<file path="src/rtl/pcb_pkg.sv">
package pcb_pkg;
    localparam int EVT_W = 15;
    localparam logic [EVT_W-1:0] EVT_IMPL = 15'h7FFD;

    localparam int EV_CYCLE   = 0;
    localparam int EV_RETIRE  = 2;
    localparam int EV_RET_C   = 3;
    localparam int EV_FETCH_W = 4;
    localparam int EV_ISSUE_W = 5;
    localparam int EV_ALU_W   = 6;
    localparam int EV_LOAD    = 7;
    localparam int EV_STORE   = 8;
    localparam int EV_LSU_W   = 9;
    localparam int EV_JUMP    = 10;
    localparam int EV_BRANCH  = 11;
    localparam int EV_TAKEN   = 12;
    localparam int EV_TRAP    = 13;
    localparam int EV_ILLEGAL = 14;

    typedef enum logic [1:0] {
        RGN_SEL  = 2'b00,
        RGN_LO   = 2'b01,
        RGN_HI   = 2'b10,
        RGN_GATE = 2'b11
    } rgn_e;
endpackage

</file>
<file path="src/rtl/pcb_evt_sel.sv">
module pcb_evt_sel
    import pcb_pkg::*;
(
    input  logic             clk,
    input  logic             rst_n,
    input  logic             we_i,
    input  logic [EVT_W-1:0] wdata_i,
    input  logic [EVT_W-1:0] evt_i,
    output logic [EVT_W-1:0] sel_o,
    output logic             hit_o
);
    logic [EVT_W-1:0] sel_q;

    always_ff @(posedge clk) begin
        if (!rst_n)    sel_q <= '0;
        else if (we_i) sel_q <= wdata_i & EVT_IMPL;
    end

    assign sel_o = sel_q;
    assign hit_o = |(sel_q & evt_i);

    // a hit always has some implemented event strobe behind it
    a_r2_hit_needs_event: assert property (@(posedge clk) disable iff (!rst_n)
        hit_o |-> ((evt_i & EVT_IMPL) != '0));
    // the dead mask position never holds a one
    a_r4_dead_bit_clear: assert property (@(posedge clk) disable iff (!rst_n)
        we_i |=> (sel_o[1] == 1'b0));
endmodule

</file>
<file path="src/rtl/pcb_counter.sv">
module pcb_counter #(
    parameter int CNT_W = 40
) (
    input  logic        clk,
    input  logic        rst_n,
    input  logic        inc_i,
    input  logic        wr_lo_i,
    input  logic        wr_hi_i,
    input  logic [31:0] wdata_i,
    output logic [63:0] val_o
);
    generate
        if (CNT_W == 0) begin : g_none
            logic unused_in;
            assign unused_in = ^{inc_i, wr_lo_i, wr_hi_i, wdata_i, clk, rst_n};
            assign val_o = '0;
        end else begin : g_reg
            logic [CNT_W-1:0] cnt_q;
            logic [63:0]      full;
            logic [63:0]      nxt;

            assign full = 64'(cnt_q);

            always_comb begin
                nxt = full;
                if (wr_lo_i) nxt[31:0]  = wdata_i;
                if (wr_hi_i) nxt[63:32] = wdata_i;
                if (!wr_lo_i && !wr_hi_i && inc_i) nxt = full + 64'd1;
            end

            always_ff @(posedge clk) begin
                if (!rst_n) cnt_q <= '0;
                else        cnt_q <= nxt[CNT_W-1:0];
            end

            if (CNT_W < 64) begin : g_trim
                logic unused_hi;
                assign unused_hi = ^nxt[63:CNT_W];
            end

            assign val_o = full;

            // without a write, one cycle moves the count by at most one
            a_r3_step_one: assert property (@(posedge clk) disable iff (!rst_n)
                (!wr_lo_i && !wr_hi_i) |=>
                    (cnt_q == $past(cnt_q) || cnt_q == CNT_W'($past(cnt_q) + 1'b1)));

            if (CNT_W >= 32) begin : g_wr_chk
                // a low-word write lands even if an increment was requested
                a_r8_write_wins: assert property (@(posedge clk) disable iff (!rst_n)
                    wr_lo_i |=> (cnt_q[31:0] == $past(wdata_i)));
            end
        end
    endgenerate
endmodule

</file>
<file path="src/rtl/pcb_bank.sv">
module pcb_bank
    import pcb_pkg::*;
#(
    parameter int NUM_CNT = 4,
    parameter int CNT_W   = 40,
    parameter int IDX_W   = 4
) (
    input  logic             clk,
    input  logic             rst_n,
    input  logic [14:0]      evt_i,
    input  logic             sleep_i,
    input  logic             debug_i,
    input  logic             csr_we_i,
    input  logic [5:0]       csr_addr_i,
    input  logic [31:0]      csr_wdata_i,
    output logic [31:0]      csr_rdata_o
);
    localparam int ADDR_W = IDX_W + 2;
    localparam logic [IDX_W:0] NUM_L = (IDX_W+1)'(NUM_CNT);

    rgn_e             rgn;
    logic [IDX_W-1:0] idx;
    logic             freeze;
    logic             idx_absent;

    logic [NUM_CNT-1:0] wr_sel, wr_lo, wr_hi, hit, inc;
    logic [NUM_CNT-1:0] gate_q;
    logic [EVT_W-1:0]   sel_v [NUM_CNT];
    logic [63:0]        val_v [NUM_CNT];

    assign rgn        = rgn_e'(csr_addr_i[ADDR_W-1 -: 2]);
    assign idx        = csr_addr_i[IDX_W-1:0];
    assign freeze     = sleep_i | debug_i;
    assign idx_absent = ({1'b0, idx} >= NUM_L);

    always_ff @(posedge clk) begin
        if (!rst_n)
            gate_q <= '0;
        else if (csr_we_i && rgn == RGN_GATE && idx == '0)
            gate_q <= csr_wdata_i[NUM_CNT-1:0];
    end

    generate
        for (genvar i = 0; i < NUM_CNT; i++) begin : g_cnt
            assign wr_sel[i] = csr_we_i && (rgn == RGN_SEL) && (idx == IDX_W'(i));
            assign wr_lo[i]  = csr_we_i && (rgn == RGN_LO)  && (idx == IDX_W'(i));
            assign wr_hi[i]  = csr_we_i && (rgn == RGN_HI)  && (idx == IDX_W'(i));
            assign inc[i]    = hit[i] & ~gate_q[i] & ~freeze;

            pcb_evt_sel u_sel (
                .clk     (clk),
                .rst_n   (rst_n),
                .we_i    (wr_sel[i]),
                .wdata_i (csr_wdata_i[EVT_W-1:0]),
                .evt_i   (evt_i),
                .sel_o   (sel_v[i]),
                .hit_o   (hit[i])
            );

            pcb_counter #(.CNT_W(CNT_W)) u_cnt (
                .clk     (clk),
                .rst_n   (rst_n),
                .inc_i   (inc[i]),
                .wr_lo_i (wr_lo[i]),
                .wr_hi_i (wr_hi[i]),
                .wdata_i (csr_wdata_i),
                .val_o   (val_v[i])
            );

            // sleep or debug freezes the count when software is not writing
            a_r5_frozen: assert property (@(posedge clk) disable iff (!rst_n)
                (freeze && !csr_we_i) |=> $stable(val_v[i]));
            // a set gating bit holds the count when software is not writing
            a_r6_gated: assert property (@(posedge clk) disable iff (!rst_n)
                (gate_q[i] && !csr_we_i) |=> $stable(val_v[i]));
        end
    endgenerate

    always_comb begin
        csr_rdata_o = '0;
        case (rgn)
            RGN_GATE: if (idx == '0) csr_rdata_o = 32'(gate_q);
            default: begin
                for (int i = 0; i < NUM_CNT; i++) begin
                    if (idx == IDX_W'(i)) begin
                        case (rgn)
                            RGN_SEL: csr_rdata_o = 32'(sel_v[i]);
                            RGN_LO:  csr_rdata_o = val_v[i][31:0];
                            RGN_HI:  csr_rdata_o = val_v[i][63:32];
                            default: csr_rdata_o = '0;
                        endcase
                    end
                end
            end
        endcase
    end

    // slots of counters that are not built read zero
    a_r9_absent_zero: assert property (@(posedge clk) disable iff (!rst_n)
        (rgn != RGN_GATE && idx_absent) |-> (csr_rdata_o == 32'd0));
endmodule

</file>
<file path="config.mk">
export PLATFORM = sky130hd
export DESIGN_NAME = pcb_bank
export DESIGN_NICKNAME = d
export VERILOG_FILES = /design/src/rtl/pcb_pkg.sv /design/src/rtl/pcb_evt_sel.sv /design/src/rtl/pcb_counter.sv /design/src/rtl/pcb_bank.sv
export SDC_FILE = /design/constraint.sdc
export NUM_CORES = 1
export LEC_CHECK = 0
export BUFFER_PORTS_ARGS = -buffer_cell sky130_fd_sc_hd__buf_2
export CAP_MARGIN = 25
export CORE_UTILIZATION = 57
export CTS_CLUSTER_SIZE = 16
export DETAILED_ROUTE_END_ITERATION = 10
export GPL_TIMING_DRIVEN = 0
export PLACE_DENSITY = 0.78
export RECOVER_POWER = 50
export SETUP_SLACK_MARGIN = 0.5
export SYNTH_ARGS = -nofsm -noshare
export SYNTH_HDL_FRONTEND = slang
export SYNTH_HIERARCHICAL = 1
export SYNTH_SLANG_ARGS = --single-unit
</file>
<file path="constraint.sdc">
create_clock -name clk -period 2.8 [get_ports clk]
set_input_delay 0.56 -clock clk [delete_from_list [all_inputs] [get_ports clk]]
set_output_delay 0.56 -clock clk [all_outputs]
set_load 0.01 [all_outputs]
</file>
==> metrics.txt, run 1 <==
f_max=368.8 MHz; Synth area leader=dfxtp_1; Worst-Margin Slew=0.7281 ns; drt pass-1 iters=7; total CTS buffers=26; Area Growth Syn to Fin=33.11%; IO Pins=90; CP Capture Type=flip-flop; largest net degree at the start of global routing=33; Post-synth top cells=dfxtp_1 (220), o21ai_0 (182), a21oi_1 (181); CP cell instances=a22o_1 > a221oi_1 > nand4_1 > nor4b_1 > clkbuf_1 > and4b_1 > nand4_1 > clkbuf_1 > nor2_2 > a211oi_1 > nor3_1; Min Hold Slack=0.4311 ns; share of cells above drive strength 1=32.15%; Die X=169.3 µm; CTS max path bufs=3; Net Sw Frac=28.32%; Final HPWL DP=49.71 mm; Sequential Power Share=41.9%; final antenna-violating net count=0; final hold vios=0; crit share post-route=96.85%; Crit path largest cell delay=0.36 ns; cells after synthesis=1980; Leak Pwr=8.121 nW; DR DRC count=0; Routed WL=71.62 mm; critical path's slowest cell=clkbuf_1; Buf/Inv on CP=2; Die Ht=169.3 µm; CP Data Required Time=3.23 ns; dominant cells by area after synthesis=dfxtp_1 (28%), mux2i_1 (7.3%), o21ai_0 (5.7%); GRT Util Overall=47.43%; worst-path fanout max=6; setup violators final=0; warning count from the yosys run=6; first-pass GRT wire length=101.0 mm; TritonCTS clock tree=done; Int Power=5.431 mW; Post-Syn Area=0.01596 mm²; FF+latch count, synth=220; Startpoint Class=flip-flop; register area share after synthesis=27.60%; MaxCap Viol Count=0; GP Congestion=1.034; power per standard cell area=356.7 mW/mm²; NetSw=2.146 mW; CP Class=flip-flop to flip-flop; num rows=60; post-DR wirelength/cell=26.70 µm; share of the synthesized area in the top cell type=27.60%; distinct cell type count after synthesis=62; Post-CTS Hold Buffers=0; syn avg cell area=8.059 µm²; grt total ovfl=0; DR vias=17900; async set or reset register ratio after synthesis=0%; clk_lat worst skew=0.55 ns; I/O Buffers=86; CTS Root Buffer Type=clkbuf_16; Max H-tree Level=1; Die ar.=0.02867 mm²; initial DRC count=2563; CORE AREA=0.02718 mm²; Slew HR=51.46%; Period minus WS final=2.712 ns; Worst path top cell family by delay=simple AND/OR/NAND/NOR gates; Tightest Hold Check Type=primary input to flip-flop; initial core utilization=58.72%; outcome=completed; combinational power share=14.6%; Clk pin slew, worst setup/hold paths=0.06 ns; clock share of power=43.5%; number of synthesized flops with an enable pin=0; setup tns final=0 ns; maximum VDD drop=0.0005268 V; final setup skew=0.01274 ns; ys flop type=dfxtp_1; arrival time at the worst endpoint=3.15 ns; count leader, synth=dfxtp_1; routed vias/inst=6.674; RSZ-0062 raised after global routing=true; fin. max-slew vios=0; vias in the first global route=16220; fin nets=2352; CTS sink cnt=220; antenna violations before repair=9
cell type report:
cell class                 count  area (µm²)
buffer                       252        2012
antenna                        2       5.005
tap                          372       465.4
fill                        1935        5934
multi-input combinational   1583       11920
timing repair buffer         190        1469
clock buffer                  38       757.0
clock inverter                 8       47.55
sequential                   220        4499
inverter                      17       63.81
final timing paths:
path | slack [ns] | start | end | cells past startpoint
setup / recovery | 0.09 | g_cnt[1].u_sel/sel_o[13] | g_cnt[1].u_cnt/g_reg.cnt_q[24] | 11
hold / removal | 0.43 | csr_wdata_i[28] | g_cnt[0].u_cnt/g_reg.cnt_q[28] | 3
setup reg to reg | 0.09 | g_cnt[1].u_sel/sel_o[13] | g_cnt[1].u_cnt/g_reg.cnt_q[24] | 11
hold reg to reg | 0.53 | gate_q[0] | gate_q[0] | 2
registers in the layout (all words and copies together), names as in the netlist:
name / flops
gate_q: 4
g_cnt.u_sel/sel_o: 56
g_cnt.u_cnt/g_reg.cnt_q: 160
per-layer routing:
| metal | wire (µm) | up-vias | GRT usage (%) |
|---|---|---|---|
| li1 | - | 7731 | - |
| met1 | 24810 | 8349 | 55.42 |
| met2 | 31480 | 1359 | 76.10 |
| met3 | 8699 | 454 | 13.34 |
| met4 | 6593 | 6 | 31.10 |
| met5 | 45 | - | 0 |
worst reg2reg max path: cells and delay by family, from the launching register on:
family | cells | cell delay [ns]
buffers and inverters | 2 | 0.54
AND/OR/NAND/NOR | 6 | 0.97
flip-flops | 1 | 0.33
AO/OA/AOI/OAI | 3 | 0.76
timing repair:
action / in CTS / in global routing
hold endpoints to repair: 0 / 0
resized for setup: 276 / 261
setup buffers: 59 / 38
pin swaps: 95 / 132
cloned: 5 / 1
endpoints found under the setup margin: 153 / 166
placed cells by master (no fill, tap or decap), types with 13 or more instances in the layout:
cell type	netlist	layout
buf_4	107	170
dfxtp_1	220	166
o21ai_0	182	161
a21oi_1	181	160
nand2_1	166	154
mux2i_1	116	105
conb_1	8	100
xnor2_1	104	98
buf_2	24	83
clkbuf_1	100	67
nand3_1	77	65
nor2b_1	62	56
nand4_1	52	52
buf_6	9	51
nor2_1	64	45
dfxtp_2	0	43
and4_1	40	40
nor3_4	0	31
xor2_1	32	31
clkbuf_16	0	30
o21ai_1	12	29
a22oi_2	0	28
a22oi_1	55	27
clkbuf_2	0	23
nor4_4	12	21
a221oi_1	19	18
a2bb2oi_2	0	18
nor3_1	40	18
inv_1	17	17
and2_1	20	17
buf_12	8	16
o22a_1	16	16
a22o_1	15	15
nor3_2	24	15
clkbuf_8	0	14
o22ai_4	0	13
per-stage QoR:
step | area, µm² | instances | utilization [%] | total power, mW | setup slack, ns
after floorplan | 16890 | 2072 | - | 3.755 | 0.2995
after global placement | 17780 | 2530 | 65.44 | 4.109 | -0.3637
after detailed placement | 17800 | 2531 | 65.51 | 4.119 | -0.3959
after CTS | 20220 | 2641 | 74.42 | 7.445 | 0.2108
after global routing | 21240 | 2680 | 78.14 | 7.726 | 0.01621
final | 21240 | 2682 | 78.16 | 7.577 | 0.08825
power groups by stage:
stage                     sequential (mW)  combinational (mW)  clock (mW)
final                                3.17                1.11        3.30
after CTS                            3.18               0.986        3.28
after global routing                 3.17                1.13        3.42
after detailed placement             3.25               0.870           0
after global placement               3.25               0.861           0
after floorplan                      3.24               0.519           0
cell families after synthesis:
family                   synth area share, %
AO/OA/AOI/OAI                          22.20
other                                 0.1882
AND/OR/NAND/NOR                        23.69
adder cells (fa/ha/maj)               0.3136
flip-flops                             27.60
multiplexers                           8.264
buffers and inverters                  10.27
XOR/XNOR                               7.464
Power figures use the tool's default switching activity.
==> run 2: changes to the inputs <==
--- a/config.mk
+++ b/config.mk
@@ -5,11 +5,11 @@
 export SDC_FILE = /design/constraint.sdc
 export NUM_CORES = 1
 export LEC_CHECK = 0
-export BUFFER_PORTS_ARGS = -buffer_cell sky130_fd_sc_hd__buf_2
 export CAP_MARGIN = 25
-export CORE_UTILIZATION = 57
+export CORE_UTILIZATION = 59
 export CTS_CLUSTER_SIZE = 16
 export DETAILED_ROUTE_END_ITERATION = 10
+export DONT_BUFFER_PORTS = 1
 export GPL_TIMING_DRIVEN = 0
 export PLACE_DENSITY = 0.78
 export RECOVER_POWER = 50
==> run 2 against run 1 <==
  * The run now ends with design-rule violations left
  * Cell count fell by 4.3%
  * Register-to-register slack improved by 0.05 ns
  * Setup slack improved by 0.053 ns
  * Utilization rose by 2.1 points
  * Critical endpoint is now g_cnt[0].u_cnt/g_reg.cnt_q[28]
  * Largest power group unchanged
==> metrics.txt, run 2 (synthesis gave the netlist of run 1 again) <==
commonest cells after routing, fill and taps aside=buf_4 (172), a21oi_1 (165), nand2_1 (157), dfxtp_1 (154), o21ai_0 (152); num rows=59 (-1.7%); arrival time at the worst endpoint=3.10 ns (-0.05 ns); TritonCTS clock tree=done; share of cells above drive strength 1=31.59% (-0.56 points); Placed Area=0.01731 mm² (-2.8%); fin. max-slew vios=0 (unchanged); GP Congestion=1.057 (+2.2%); fin nets=2279 (-3.1%); outcome=complete, but fails checks; register with the most flip-flops=g_cnt.u_cnt/g_reg.cnt_q; Slew HR=54.55% (+3.1 points); largest net degree at the start of global routing=49 (+48%); Area Growth Syn to Fin=32.19%; worst-path fanout max=4 (-2); Die X=166.5 µm (-1.7%); antenna violations before repair=1 (-8); DR DRC count=2 (+2); Min Hold Slack=0.1337 ns (-0.2974 ns); IO Pins=90 (unchanged); initial DRC count=2643 (+3.1%); grt total ovfl=0 (unchanged); final hold vios=0 (unchanged); drt pass-1 iters=11 (+4); Final HPWL DP=49.07 mm (-1.3%); CTS max path bufs=3 (unchanged); Period minus WS final=2.659 ns (-0.05311 ns); post-DR wirelength/cell=27.94 µm (+4.6%); number of flip-flops in the largest register=160 (unchanged); Leak Pwr=7.951 nW (-2.1%); CORE AREA=0.02628 mm² (-3.3%); Max H-tree Level=1 (unchanged); f_max=376.1 MHz (+2.0%); clk_lat worst skew=0.57 ns (+0.02 ns); maximum VDD drop=0.0004702 V (-11%); DR vias=17970 (+0.41%); failing checks=design-rule violations; RSZ-0062 raised after global routing=true; final setup skew=0.01877 ns (+0.006026 ns); MaxCap Viol Count=0 (unchanged); Design Area, Final=0.02109 mm² (-0.69%); CP Capture Type=flip-flop; CTS sink cnt=220 (unchanged); Die ar.=0.02771 mm² (-3.3%); CTS Root Buffer Type=clkbuf_16; crit share post-route=94.95% (-1.9 points); Final Power=7.471 mW (-1.4%); final antenna-violating net count=0 (unchanged); Routed WL=71.76 mm (+0.19%); routed vias/inst=6.998 (+4.9%); total CTS buffers=27 (+3.8%); Tightest Hold Check Type=primary input to flip-flop; Startpoint Class=flip-flop; Post-CTS Hold Buffers=0 (unchanged); CP Data Required Time=3.24 ns (about the same); first-pass GRT wire length=100.2 mm (-0.81%); commonest non-fill, non-tap cell in the layout=buf_4; vias in the first global route=16010 (-1.3%); Die Ht=166.5 µm (-1.7%); Worst-Margin Slew=0.6818 ns (-0.04633 ns); initial core utilization=60.72% (+2.0 points); setup violators final=0 (unchanged); CP Class=flip-flop to flip-flop; Clk pin slew, worst setup/hold paths=0.06 ns (about the same); I/O Buffers=0 (-100%); power per standard cell area=354.2 mW/mm² (-0.71%); GRT Util Overall=47.91% (+0.48 points)
run 2: cell count changes in the layout (fill, tap and decap cells not counted), sizes merged:
cell / change
clkinv: -1
bufinv: +1
clkinvlp: -3
diode: -1
buf: -74
inv: +1
run 2: cell type report:
cell class	count	area [µm²]
multi-input combinational	1583	12120
tap	335	419.2
clock buffer	38	747.0
fill	1682	5186
inverter	17	63.81
timing repair buffer	116	1095
sequential	220	4519
buffer	252	2053
antenna	1	2.502
clock inverter	6	70.07
run 2: repair_timing:
item	CTS	global route
pin swaps	100	187
setup endpoints to repair	154	169
buffers inserted	73	39
gates cloned	2	2
gates resized for setup	303	294
run 2: per-layer routing:
metal	vias to the layer above	global-route usage, %	wire, µm
li1	7584	-	-
met1	8410	57.68	24760
met2	1483	76.21	31130
met3	495	10.36	8994
met4	0	33.90	6875
met5	-	0	0
run 2: metrics by stage:
stage | util (%) | TNS, ns | instances | setup WS, ns
global placement | 65.85 | -5.142 | 2407 | -0.2705
floorplan | - | 0 | 2072 | 0.2995
finish | 80.27 | 0 | 2568 | 0.1414
global route | 80.26 | 0 | 2567 | 0.1489
detailed placement | 65.85 | -6.617 | 2407 | -0.2788
CTS | 75.87 | 0 | 2526 | 0.3875
run 2: report_power, final:
group | total (mW) | leakage (nW) | switching [mW] | internal [mW]
combinational | 0.902 | 5.74 | 0.500 | 0.402
sequential | 3.17 | 1.81 | 0.0345 | 3.14
clock | 3.40 | 0.403 | 1.46 | 1.94
run 2: critical path: stages (launching register included):
cell and delay, ns:
dfxtp_2 0.34, a22oi_1 0.08, and3_1 0.19, nand4_1 0.13, nor4b_4 0.33, buf_4 0.20
buf_6 0.11, and4b_1 0.29, nand4_1 0.30, nor3_2 0.26, xnor2_1 0.19, a21oi_1 0.11
run 2: final timing paths:
check	start	endpoint	slack, ns	cells past startpoint
setup / recovery	g_cnt[0].u_sel/sel_o[10]	g_cnt[0].u_cnt/g_reg.cnt_q[28]	0.14	11
hold / removal	csr_wdata_i[2]	gate_q[2]	0.13	2
setup reg to reg	g_cnt[0].u_sel/sel_o[10]	g_cnt[0].u_cnt/g_reg.cnt_q[28]	0.14	11
hold reg to reg	gate_q[2]	gate_q[2]	0.51	2
